## src/rtl/lpwake_pkg.sv

```systemverilog
package lpwake_pkg;

    localparam int IPL_W = 3;

    typedef logic [IPL_W-1:0] ipl_t;

    localparam ipl_t IPL_TOP = ipl_t'((1 << IPL_W) - 1);

    typedef enum logic {
        PM_RUN  = 1'b0,
        PM_STOP = 1'b1
    } pm_state_e;

    typedef struct packed {
        logic vld;
        ipl_t mask;
    } stop_bcast_t;

    // Strictly higher than the held mask, or the top level (non-maskable).
    function automatic logic ipl_wakes(ipl_t lvl, ipl_t held);
        return (lvl > held) || (lvl == IPL_TOP);
    endfunction

endpackage

```

## src/rtl/lpwake_cmp.sv

```systemverilog
module lpwake_cmp
    import lpwake_pkg::*;
(
    input  ipl_t lvl,
    input  ipl_t held_mask,
    output logic wake
);

    always_comb begin
        wake = ipl_wakes(lvl, held_mask);
    end

endmodule

```

## src/rtl/lpwake_fsm.sv

```systemverilog
module lpwake_fsm
    import lpwake_pkg::*;
(
    input  logic        clk,
    input  logic        rst,
    input  stop_bcast_t bcast,
    input  logic        wake,
    output logic        run,
    output ipl_t        held_mask
);

    pm_state_e state_q, state_d;
    ipl_t      mask_q, mask_d;

    always_comb begin
        state_d = state_q;
        mask_d  = mask_q;
        unique case (state_q)
            PM_RUN: begin
                if (bcast.vld) begin
                    state_d = PM_STOP;
                    mask_d  = bcast.mask;
                end
            end
            PM_STOP: begin
                if (wake) begin
                    state_d = PM_RUN;
                end
            end
            default: state_d = PM_RUN;
        endcase
    end

    always_ff @(posedge clk) begin
        if (rst) begin
            state_q <= PM_RUN;
            mask_q  <= IPL_TOP;
        end else begin
            state_q <= state_d;
            mask_q  <= mask_d;
        end
    end

    assign run       = (state_q == PM_RUN);
    assign held_mask = mask_q;

    p_bcast_stops_r2: assert property (@(posedge clk) disable iff (rst)
        (run && bcast.vld) |=> !run);

    p_wake_release_r4: assert property (@(posedge clk) disable iff (rst)
        (!run && wake) |=> run);

    p_hold_stopped_r5: assert property (@(posedge clk) disable iff (rst)
        (!run && !wake) |=> !run);

    p_mask_frozen_r7: assert property (@(posedge clk) disable iff (rst)
        !run |=> $stable(mask_q));

endmodule

```

## src/rtl/lpwake_modgate.sv

```systemverilog
module lpwake_modgate #(
    parameter int NUM_MODS = 4
) (
    input  logic                clk,
    input  logic                rst,
    input  logic                run,
    input  logic                wr,
    input  logic [NUM_MODS-1:0] wdata,
    output logic [NUM_MODS-1:0] stop_q,
    output logic [NUM_MODS-1:0] clk_en
);

    for (genvar i = 0; i < NUM_MODS; i++) begin : g_mod
        logic bit_q;

        always_ff @(posedge clk) begin
            if (rst)     bit_q <= 1'b0;
            else if (wr) bit_q <= wdata[i];
        end

        assign stop_q[i] = bit_q;
        assign clk_en[i] = run & ~bit_q;

        p_write_lands_r9: assert property (@(posedge clk) disable iff (rst)
            wr |=> (stop_q[i] == $past(wdata[i])));
    end

    p_reset_clears_r1: assert property (@(posedge clk)
        rst |=> (stop_q == '0));

endmodule

```

## src/rtl/lpstop_wake_ctrl.sv

```systemverilog
module lpstop_wake_ctrl
    import lpwake_pkg::*;
#(
    parameter int NUM_MODS = 4
) (
    input  logic                clk,
    input  logic                rst,
    input  logic                stop_req,
    input  logic [2:0]          stop_mask,
    input  logic [2:0]          irq_lvl,
    input  logic                stop_wr,
    input  logic [NUM_MODS-1:0] stop_wdata,
    output logic                sys_clk_en,
    output logic [NUM_MODS-1:0] mod_clk_en,
    output logic [NUM_MODS-1:0] stop_bits,
    output logic                stopped
);

    stop_bcast_t bcast;
    ipl_t        held_mask;
    logic        wake;
    logic        run;

    assign bcast.vld  = stop_req;
    assign bcast.mask = stop_mask;

    lpwake_cmp u_cmp (
        .lvl       (irq_lvl),
        .held_mask (held_mask),
        .wake      (wake)
    );

    lpwake_fsm u_fsm (
        .clk       (clk),
        .rst       (rst),
        .bcast     (bcast),
        .wake      (wake),
        .run       (run),
        .held_mask (held_mask)
    );

    lpwake_modgate #(.NUM_MODS(NUM_MODS)) u_gate (
        .clk    (clk),
        .rst    (rst),
        .run    (run),
        .wr     (stop_wr),
        .wdata  (stop_wdata),
        .stop_q (stop_bits),
        .clk_en (mod_clk_en)
    );

    assign sys_clk_en = run;
    assign stopped    = ~run;

    p_nmi_wakes_r6: assert property (@(posedge clk) disable iff (rst)
        (stopped && irq_lvl == 3'd7) |=> sys_clk_en);

    p_reset_runs_r8: assert property (@(posedge clk)
        rst |=> (sys_clk_en && !stopped));

    p_mods_off_r10: assert property (@(posedge clk) disable iff (rst)
        stopped |-> (mod_clk_en == '0));

endmodule

```

## config.mk

```make
export PLATFORM = sky130hd
export DESIGN_NAME = lpstop_wake_ctrl
export DESIGN_NICKNAME = d
export VERILOG_FILES = /design/src/rtl/lpwake_pkg.sv /design/src/rtl/lpwake_cmp.sv /design/src/rtl/lpwake_fsm.sv /design/src/rtl/lpwake_modgate.sv /design/src/rtl/lpstop_wake_ctrl.sv
export SDC_FILE = /design/constraint.sdc
export NUM_CORES = 1
export LEC_CHECK = 0
export BUFFER_PORTS_ARGS = -buffer_cell sky130_fd_sc_hd__buf_2
export CAP_MARGIN = 0
export CORE_AREA = 2 2 39 41
export DETAILED_ROUTE_END_ITERATION = 7
export DIE_AREA = 0 0 41 43
export PLACE_DENSITY = 0.72
export SLEW_MARGIN = 20
export SYNTH_ARGS = -nofsm -noshare
export SYNTH_HDL_FRONTEND = slang
export SYNTH_HIERARCHICAL = 1
export SYNTH_SLANG_ARGS = --single-unit
```

## constraint.sdc

```tcl
create_clock -name clk -period 1.2 [get_ports clk]
set_input_delay 0.36 -clock clk [delete_from_list [all_inputs] [get_ports clk]]
set_output_delay 0.36 -clock clk [all_outputs]
set_load 0.01 [all_outputs]
```

==> results.py <==
metrics = {
    "timing": {
        "setup_violations": 4,
        "period_needed_ps": 1250,
        "slew_violations": 0,
        "finClkSkew_ps": 1.86,
        "layout_setup_ws_ps": -52.8,
        "hold_viol": 0,
        "worstMarginPinSlew_ps": 153,
        "relSlewSlack_pct": 89.5,
        "fin_crit_sh_pct": 104,
        "rsz0062_at_grt": "true",
        "max_freq_mhz": 798,
    },
    "synthesis": {
        "synth_seq_cells": 8,
        "synth_nets": 68,
        "yosys_warnings": 6,
        "synth_area_um2": 457,
        "ys_seq_area_share_pct": 35.1,
        "synth.distinct_cells": 14,
        "synth_cells": 51,
        "avgSynthCellArea_um2": 8.95,
    },
    "job": {
        "drv_cap": 0,
    },
    "finish": {
        "final_area_um2": 653,
        "syn_to_final_growth_pct": 43.0,
        "num-nets-final": 93,
        "post_layout_nonfiller_instances": 90,
        "drive_gt1_share_pct": 56.8,
        "diodes": 0,
        "fillers": 138,
        "fin_util_pct": 47.2,
    },
    "clocking": {
        "cts-root-to-sink-buffers": 2,
        "cts-root-buf": "clkbuf_4",
        "cts_tree": "done",
        "htreeDepth": 1,
        "clk_pin_slew_ps": 50,
        "postCtsHoldBufs": 0,
        "clk_latency_ps": 240,
        "clock-sinks": 8,
        "cts_buffers": 3,
    },
    "setup_path": {
        "crit_path_end_kind": "output port",
        "critPathLaunchType": "flip-flop",
        "crit_slowest_cell": "dfxtp_2",
        "worst-setup-path-type": "flip-flop to output port",
        "slowest_delay_ps": 330,
        "r2r_cells": 6,
        "reg2reg_to": "u_fsm/state_q",
        "path_cells": "inv_4 -> nor2b_1 -> buf_2",
        "crit_required_ps": 840,
        "crit_fanout": 6,
        "worstPathArrival_ps": 890,
        "r2r_start": "u_fsm/held_mask[0]",
        "rrSetupSlack_ps": 40,
    },
    "drt": {
        "drc_errors": 0,
        "avgRoutedWirePerCell_um": 10.0,
        "vias_per_cell": 4.42,
        "routed_wl_um": 901,
        "first_pass_iters": 2,
        "drtIter0Drc": 2,
        "drtAntennaViolNets": 0,
        "vias": 398,
    },
    "placed_design": {
        "placed_area_um2": 566,
        "placed_cells": 87,
        "place_hpwl_um": 704,
        "place.gp.congestion": 0.687,
        "portBuffers": 23,
    },
    "hold_path": {
        "holdPathEnd": "u_gate/g_mod[3].bit_q",
        "hold_path.class": "input port to flip-flop",
        "hp-start": "stop_wdata[3]",
        "hold_depth": 3,
    },
    "floorplanning": {
        "die_x_um": 41,
        "core_area_um2": 1380,
        "start_util_pct": 33.0,
        "io_pins": 24,
        "dieHeight_um": 43,
        "rows": 14,
        "dieArea_um2": 1760,
    },
    "status": {
        "violations": "negative setup slack",
        "status": "finished with violations",
    },
    "grt": {
        "grt_use_total_pct": 11.2,
        "grt_max_degree": 12,
        "first_global_vias": 362,
        "overflow": 0,
        "grt_first_pass_wirelength_um": 1320,
        "antenna_found_initial": 0,
    },
    "power_and_ir_drop": {
        "p_leak_nw": 0.353,
        "ir_worst_vdd_v": 0.000498,
        "power_density_nw_per_um2": 1080,
    },
}
[synthesized netlist by cell type, drive strengths merged]
cell type	instances	area, µm²
nor2	10	37.5
dfxtp	8	160
mux2i	7	70.1
inv	6	22.5
nor2b	6	45.0
buf	5	41.3
ha	3	37.5
nand3	2	10.0
o21ai	2	10.0
a211oi	1	12.5
o21ba	1	10.0
[kinds of logic after synthesis]
logic type               Yosys count  synth area share (%)
buffers and inverters             11                  14.0
adder cells (fa/ha/maj)            3                  8.22
AO/OA/AOI/OAI                      4                  7.12
multiplexers                       7                  15.3
AND/OR/NAND/NOR                   18                  20.3
flip-flops                         8                  35.1
[layout make-up]
type	instances	area, µm²	area share [%]
inverter	6	25.0	3.83
timing repair buffer	25	143	21.8
sequential	8	165	25.3
clock buffer	3	22.5	3.45
tap	16	20.0	3.07
multi-input combinational	32	278	42.5
[metal layers]
metal	vias up	track usage, %	share of wire (%)
li1	206	-	-
met1	170	10.7	44
met2	22	19.7	47
met3	0	1.57	8.8
met4	0	8.00	0
met5	-	0	0
[what timing repair did]
item                       CTS  global route
setup endpoints to repair    7             6
setup buffers                0             0
pin swaps                    3             4
gates resized for setup      8             8
hold endpoints to repair     0             0
[critical path, delay by kind of cell, from the launching register on]
family / cells / cell delay (ps)
and+or+nand+nor: 1 / 120
buffers and inverters: 2 / 200
DFF: 1 / 330
[per-stage QoR]
stage / setup WS, ps / setup TNS (ps) / total power [mW] / hold WS [ps]
after floorplan: 3.98 / 0 / 0.409 / 432
after global placement: -133 / -133 / 0.464 / 493
after detailed placement: -160 / -160 / 0.470 / 506
after CTS: -76.7 / -262 / 0.689 / 355
after global routing: -114 / -486 / 0.758 / 361
final: -52.8 / -172 / 0.703 / 358
[layout by cell type, fill, tap and decap left out, types with 3 or more instances in the layout]
master / n
mux2i_1: 7
clkbuf_4: 3
dfxtp_1: 4
dfxtp_2: 4
nor2_1: 10
nor2b_4: 3
nor2b_1: 3
inv_1: 3
buf_2: 21
[where the power goes]
part	switching, mW	internal (mW)
clock	0.0834	0.114
sequential	0.0153	0.287
combinational	0.0903	0.113
total	0.189	0.514
[state kept, by name, summed over array words and instances (netlist names)]
name,count
u_gate/g_mod.bit_q,4
u_fsm/held_mask,3
u_fsm/state_q,1
[worst max-delay path by stage]
stage,start,to,slack (ps),depth (start not counted)
global placement,irq_lvl[1],u_fsm/state_q,-130,7
global route,u_fsm/state_q,mod_clk_en[0],-110,3
detailed placement,irq_lvl[1],u_fsm/state_q,-160,7
finish,u_fsm/state_q,mod_clk_en[0],-50,3
CTS,u_fsm/state_q,mod_clk_en[0],-80,3
floorplan,irq_lvl[1],u_fsm/state_q,4,6
Note: power is estimated with default switching activity, not from simulation.
